## src/rtl/icc_pkg.sv

```systemverilog
package icc_pkg;
  typedef enum logic [2:0] {
    MODE_TC        = 3'd0,
    MODE_ONESHOT   = 3'd1,
    MODE_RATE      = 3'd2,
    MODE_SQUARE    = 3'd3,
    MODE_SW_STROBE = 3'd4,
    MODE_HW_STROBE = 3'd5
  } icc_mode_e;

  // codes 6 and 7 fold onto the periodic modes by dropping the top bit
  function automatic icc_mode_e icc_norm_mode(input logic [2:0] code);
    if (code[2] && code[1]) return icc_mode_e'({1'b0, code[1:0]});
    return icc_mode_e'(code);
  endfunction
endpackage

```

## src/rtl/icc_gate_edge.sv

```systemverilog
module icc_gate_edge (
  input  logic clk,
  input  logic rst_n,
  input  logic gate,
  input  logic consume,
  input  logic clear,
  output logic trig
);
  logic gate_q, pend_q, pend_d, rise;

  assign rise = gate & ~gate_q;
  assign trig = pend_q | rise;

  always_comb begin
    pend_d = pend_q | rise;
    if (clear || consume) pend_d = 1'b0;
  end

  always_ff @(posedge clk or negedge rst_n) begin
    if (!rst_n) begin
      gate_q <= 1'b0;
      pend_q <= 1'b0;
    end else begin
      gate_q <= gate;
      pend_q <= pend_d;
    end
  end
endmodule

```

## src/rtl/icc_half_split.sv

```systemverilog
module icc_half_split #(
  parameter int W = 16
) (
  input  logic [W-1:0] reload,
  output logic [W-1:0] hi_len,
  output logic [W-1:0] lo_len
);
  localparam logic [W-1:0] HALF_WRAP = W'(1) << (W - 1);
  logic zero_ld;

  assign zero_ld = (reload == '0);
  assign hi_len  = zero_ld ? HALF_WRAP : (reload >> 1) + {{(W-1){1'b0}}, reload[0]};
  assign lo_len  = zero_ld ? HALF_WRAP : (reload >> 1);
endmodule

```

## src/rtl/interval_counter_channel.sv

```systemverilog
module interval_counter_channel
  import icc_pkg::*;
#(
  parameter int CNT_W = 16
) (
  input  logic             clk,
  input  logic             rst_n,
  input  logic             tick,
  input  logic             gate,
  input  logic             load_strobe,
  input  logic [2:0]       mode_sel,
  input  logic [CNT_W-1:0] load_value,
  output logic             out,
  output logic [CNT_W-1:0] count_now,
  output logic             null_count
);
  localparam logic [CNT_W-1:0] ONE = CNT_W'(1);
  localparam logic [CNT_W-1:0] TWO = CNT_W'(2);

  logic rst_s1, rst_sn;
  always_ff @(posedge clk or negedge rst_n) begin
    if (!rst_n) begin
      rst_s1 <= 1'b0;
      rst_sn <= 1'b0;
    end else begin
      rst_s1 <= 1'b1;
      rst_sn <= rst_s1;
    end
  end

  icc_mode_e        mode_q, mode_d;
  logic [CNT_W-1:0] reload_q, reload_d, cnt_q, cnt_d, hi_len, lo_len;
  logic             out_q, out_d, run_q, run_d, pend_q, pend_d, trig;

  icc_gate_edge u_edge (
    .clk(clk), .rst_n(rst_sn), .gate(gate),
    .consume(tick), .clear(load_strobe), .trig(trig)
  );

  icc_half_split #(.W(CNT_W)) u_split (
    .reload(reload_q), .hi_len(hi_len), .lo_len(lo_len)
  );

  always_comb begin
    mode_d = mode_q; reload_d = reload_q; cnt_d = cnt_q;
    out_d = out_q; run_d = run_q; pend_d = pend_q;
    if (load_strobe) begin
      mode_d   = icc_norm_mode(mode_sel);
      reload_d = load_value;
      pend_d   = 1'b1;
      run_d    = 1'b0;
      out_d    = (icc_norm_mode(mode_sel) != MODE_TC);
    end else if (tick) begin
      case (mode_q)
        MODE_TC: begin
          if (pend_q) begin
            cnt_d = reload_q; pend_d = 1'b0; run_d = 1'b1;
          end else if (run_q && gate) begin
            cnt_d = cnt_q - ONE;
            if (cnt_q == ONE) out_d = 1'b1;
          end
        end
        MODE_ONESHOT: begin
          if (trig) begin
            cnt_d = reload_q; out_d = 1'b0; run_d = 1'b1; pend_d = 1'b0;
          end else if (run_q) begin
            cnt_d = cnt_q - ONE;
            if (cnt_q == ONE) begin out_d = 1'b1; run_d = 1'b0; end
          end
        end
        MODE_RATE: begin
          if (pend_q || trig) begin
            cnt_d = reload_q; pend_d = 1'b0; out_d = 1'b1;
          end else if (gate) begin
            if (cnt_q == TWO)      begin cnt_d = ONE;      out_d = 1'b0; end
            else if (cnt_q == ONE) begin cnt_d = reload_q; out_d = 1'b1; end
            else                   cnt_d = cnt_q - ONE;
          end
        end
        MODE_SQUARE: begin
          if (pend_q || trig) begin
            cnt_d = hi_len; pend_d = 1'b0; out_d = 1'b1;
          end else if (gate) begin
            if (cnt_q == ONE) begin
              out_d = ~out_q;
              cnt_d = out_q ? lo_len : hi_len;
            end else cnt_d = cnt_q - ONE;
          end
        end
        MODE_SW_STROBE, MODE_HW_STROBE: begin
          if (!out_q) out_d = 1'b1;
          if ((mode_q == MODE_SW_STROBE) ? pend_q : trig) begin
            cnt_d = reload_q; pend_d = 1'b0; run_d = 1'b1;
          end else if (run_q) begin
            if (cnt_q == ONE) begin cnt_d = '0; out_d = 1'b0; run_d = 1'b0; end
            else cnt_d = cnt_q - ONE;
          end
        end
        default: ;
      endcase
    end
  end

  always_ff @(posedge clk or negedge rst_sn) begin
    if (!rst_sn) begin
      mode_q <= MODE_TC; reload_q <= '0; cnt_q <= '0;
      out_q <= 1'b1; run_q <= 1'b0; pend_q <= 1'b0;
    end else begin
      mode_q <= mode_d; reload_q <= reload_d; cnt_q <= cnt_d;
      out_q <= out_d; run_q <= run_d; pend_q <= pend_d;
    end
  end

  assign out        = out_q;
  assign count_now  = cnt_q;
  assign null_count = pend_q;

  p_load_sets_null_r2: assert property (@(posedge clk) disable iff (!rst_sn)
    load_strobe |=> null_count);
  p_tc_out_holds_r3: assert property (@(posedge clk) disable iff (!rst_sn)
    (mode_q == MODE_TC) && out_q && !load_strobe |=> out_q);
  p_gate_low_freeze_r4: assert property (@(posedge clk) disable iff (!rst_sn)
    (mode_q == MODE_TC) && !gate && !pend_q && !load_strobe |=> $stable(cnt_q));
  p_rate_low_at_one_r6: assert property (@(posedge clk) disable iff (!rst_sn)
    (mode_q == MODE_RATE) && !out_q |-> (cnt_q == ONE));
  p_strobe_one_tick_r9: assert property (@(posedge clk) disable iff (!rst_sn)
    ((mode_q == MODE_SW_STROBE) || (mode_q == MODE_HW_STROBE)) && !out_q && tick && !load_strobe
    |=> out_q);
  p_alias_code_r11: assert property (@(posedge clk) disable iff (!rst_sn)
    load_strobe && (mode_sel == 3'b110) |=> (mode_q == MODE_RATE));
  p_idle_hold_r13: assert property (@(posedge clk) disable iff (!rst_sn)
    !tick && !load_strobe |=> $stable(cnt_q) && $stable(out_q));
endmodule

```

## config.mk

```make
export PLATFORM = sky130hd
export DESIGN_NAME = interval_counter_channel
export DESIGN_NICKNAME = d
export VERILOG_FILES = /design/src/rtl/icc_pkg.sv /design/src/rtl/icc_gate_edge.sv /design/src/rtl/icc_half_split.sv /design/src/rtl/interval_counter_channel.sv
export SDC_FILE = /design/constraint.sdc
export NUM_CORES = 1
export LEC_CHECK = 0
export BUFFER_PORTS_ARGS = -buffer_cell sky130_fd_sc_hd__buf_2
export CAP_MARGIN = 10
export CELL_PAD_IN_SITES_DETAIL_PLACEMENT = 0
export CELL_PAD_IN_SITES_GLOBAL_PLACEMENT = 1
export CORE_MARGIN = 8
export CORE_UTILIZATION = 45
export CTS_CLUSTER_DIAMETER = 80
export CTS_CLUSTER_SIZE = 24
export DETAILED_ROUTE_END_ITERATION = 10
export GPL_TIMING_DRIVEN = 0
export PLACE_DENSITY_LB_ADDON = 0.1
export SLEW_MARGIN = 20
export SYNTH_ARGS = -nofsm -noshare
export SYNTH_HDL_FRONTEND = slang
export SYNTH_HIERARCHICAL = 1
export SYNTH_SLANG_ARGS = --single-unit
```

## constraint.sdc

```tcl
create_clock -name clk -period 1.6 [get_ports clk]
set_input_delay 0.4 -clock clk [delete_from_list [all_inputs] [get_ports clk]]
set_output_delay 0.4 -clock clk [all_outputs]
set_load 0.02 [all_outputs]
```

==> impl_metrics.py <==
metrics = {
    "cts": {
        "cts.sinks": 42,
        "clkLatencyLatePin_ns": 0.31,
        "root_buffer": "clkbuf_8",
        "cts_buffer_depth": 2,
        "cts-htree-levels": 2,
        "cts_inserted_buffers": 5,
        "path_clk_slew_ns": 0.10,
        "cts_tree": "built",
    },
    "logic_synthesis": {
        "synth_top_area_cell": "dfrtp_1",
        "yosys_warnings": 6,
        "yosysUniqueCellTypes": 78,
        "synth_top_area_frac": 0.282,
        "synth_cells": 438,
        "synthFlopType": "dfrtp_1",
        "synth-edff-count": 0,
        "async_reset_ff_frac": 1.00,
        "ys_seq_elements": 42,
        "syn_avg_cell_area_um2": 8.31,
        "synth_seq_area_share": 0.289,
        "synth_most_common_cell": "dfrtp_1",
        "netlist_top_cells_area": "dfrtp_1, mux2_2, xnor2_1, o21ai_0, nand2_1",
        "synthTopCellsByCount": "dfrtp_1, nand2_1, o21ai_0",
        "syn-num-nets": 468,
        "synth_area_mm2": 0.00364,
    },
    "die": {
        "die_h_um": 106,
        "fp.dieW_um": 106,
        "core_area_mm2": 0.00801,
        "initial_core_util": 0.454,
        "die-area_mm2": 0.0112,
        "num_rows": 33,
        "ios": 42,
    },
    "layout": {
        "diodes": 0,
        "multi_input_area_mm2": 0.00294,
        "nets": 578,
        "syn2layout_area_growth_pct": 47.2,
        "finalNonFillerCells": 654,
        "drive_gt1_frac": 0.521,
        "area.sequential_mm2": 0.00108,
        "fillerInstances": 663,
        "fin_area_mm2": 0.00536,
    },
    "worst_setup_path": {
        "rr_endpoint": "count_now[13]$_DFFE_PN0P_",
        "cp.required_ns": 1.83,
        "path_class": "reg -> reg",
        "cp.arrival_ns": 2.44,
        "ff2ff_setup_slack_ns": -0.61,
        "crit_end": "count_now[13]$_DFFE_PN0P_",
        "crit_start": "count_now[0]$_DFFE_PN0P_",
        "timing.rr.start": "count_now[0]$_DFFE_PN0P_",
        "r2r_cells": 9,
        "start_kind": "flop",
        "critPathMaxFanout": 6,
        "endpoint_kind": "flop",
    },
    "drt": {
        "drt_first_pass_iters": 8,
        "num_vias": 4083,
        "postRouteAntennaNets": 0,
        "routed_wl_um": 13500,
        "post_drt_via_cell_ratio": 6.24,
        "drcViolationCount": 0,
        "drt-wirelength-per-cell_um": 20.6,
        "drt-initial-drc-count": 344,
    },
    "power": {
        "powerDensity_mw_per_mm2": 1010,
        "power_switching_mw": 2.48,
        "pwr-share-clk": 0.140,
        "p_int_mw": 2.94,
        "seq_power_share": 0.314,
        "power.total_mw": 5.41,
        "switching_share": 0.457,
        "comb_power_share": 0.545,
        "leakagePower_nw": 2.09,
        "ir_worst_vdd_uv": 431,
    },
    "placement": {
        "post-place-ws_ns": -1.16,
        "routabilityCongestion": 0.931,
        "post_dp_cell_area_mm2": 0.00404,
        "dp_hpwl_um": 8810,
        "io_buffers": 41,
        "placed_cells": 585,
    },
    "global_routing": {
        "antenna_found_initial": 0,
        "grt_pass1_wl_um": 20500,
        "grt_use_total": 0.225,
        "overflow": 0,
        "grt_max_degree": 24,
        "grt_pass1_vias": 3900,
    },
    "timing": {
        "finalCriticalPeriod_ns": 2.21,
        "skew_ns": 0.0149,
        "whs_ns": 0.197,
        "hold_violations": 0,
        "slew_headroom": 0.591,
        "worstMarginPinSlew_ns": 0.609,
        "period_share": 1.38,
        "setup_viol": 18,
        "setup_ws_ns": -0.608,
        "timing.fmax_mhz": 453,
        "rsz0062_at_grt": "true",
        "drv_slew": 0,
    },
    "worst_hold_path": {
        "hp-class": "reg -> async",
    },
    "run": {
        "maxCapViolations": 0,
    },
    "outcome": {
        "violations": "setup timing",
        "outcome": "complete, but fails checks",
    },
}
==> per-layer routing <==
layer	wire length (um)	track usage	vias up
li1	-	-	1845
met1	5630	0.302	1948
met2	5990	0.349	227
met3	1260	0.0442	63
met4	617	0.0854	0
met5	0	0	-
==> logic make-up after synthesis <==
group / after synthesis / share of synthesized area
AOI/OAI and AO/OA: 136 / 0.252
xor gates and xnor gates: 26 / 0.0626
other: 1 / 0.00103
DFF: 42 / 0.289
muxes: 20 / 0.0605
adders and majority gates: 6 / 0.0206
and+or+nand+nor: 149 / 0.240
buffers and inverters: 58 / 0.0746
==> registers in the layout (all words and copies together) (netlist names) <==
signal         flops
count_now         16
mode_q             3
null_count         1
out                1
reload_q          16
rst_s1             1
rst_sn             1
run_q              1
u_edge/gate_q      1
u_edge/pend_q      1
==> cells in the final DEF, fill, tap and decap left out, drive strengths merged, types with 5 or more instances in the layout <==
master / instances
buf: 124
dfrtp: 41
o21ai: 39
nand2: 38
clkbuf: 29
nor2: 28
a21oi: 25
xnor2: 20
mux2: 16
a31oi: 15
inv: 12
nand4: 11
nor3: 10
nand3: 10
nor4: 8
nor3b: 8
o221ai: 7
xor2: 6
ha: 6
o211ai: 5
o21a: 5
and2: 5
a22oi: 5
and4: 5
==> critical path, cell delays in order (launching register included) <==
cell and delay [ns]:
dfrtp_2 0.48, ha_4 0.18, nor4b_4 0.12, buf_4 0.17, and4_1 0.22, buf_6 0.14, o221a_4 0.30, buf_4 0.15
o21a_1 0.19, a31oi_2 0.19
==> power by group through the flow <==
stage,sequential [mW],combinational [mW],clock [mW]
floorplan,1.82,1.21,0
global placement,1.71,1.94,0
detailed placement,1.72,1.96,0
CTS,1.67,2.57,0.772
global route,1.74,3.15,0.800
finish,1.70,2.95,0.759
==> stage by stage <==
stage | TNS [ns] | util
3_5_place_dp | -21.10 | 0.504
5_1_grt | -10.93 | 0.669
6_report | -9.39 | 0.669
2_1_floorplan | -10.38 | -
3_3_place_gp | -29.64 | 0.502
4_1_cts | -8.40 | 0.619
==> cell type report <==
cell class,count,area share
Buffer,39,0.0511
Clock buffer,6,0.0154
Clock inverter,2,0.00234
Inverter,12,0.00841
Multi-Input combinational cell,338,0.550
Sequential cell,42,0.202
Tap cell,105,0.0245
Timing Repair Buffer,110,0.147
==> worst min path at each step <==
stage | cells after the start | start | slack [ns] | end
after floorplan | 0 | rst_n | 0.10 | rst_s1$_DFF_PN0_
after global placement | 1 | rst_n | 0.18 | rst_s1$_DFF_PN0_
after detailed placement | 1 | rst_n | 0.19 | rst_s1$_DFF_PN0_
after CTS | 0 | rst_sn$_DFF_PN0_ | 0.22 | count_now[12]$_DFFE_PN0P_
after global routing | 0 | rst_sn$_DFF_PN0_ | 0.24 | count_now[12]$_DFFE_PN0P_
final | 0 | rst_sn$_DFF_PN0_ | 0.20 | count_now[12]$_DFFE_PN0P_
==> timing repair <==
action / in CTS / in global routing
endpoints found under the hold margin: 2 / 0
pin swaps: 37 / 41
resized for setup: 109 / 77
cloned: 2 / 0
hold buffers: 1 / 0
endpoints found under the setup margin: 22 / 19
setup buffers: 54 / 13
No activity file was read; power rests on OpenSTA's default activity.
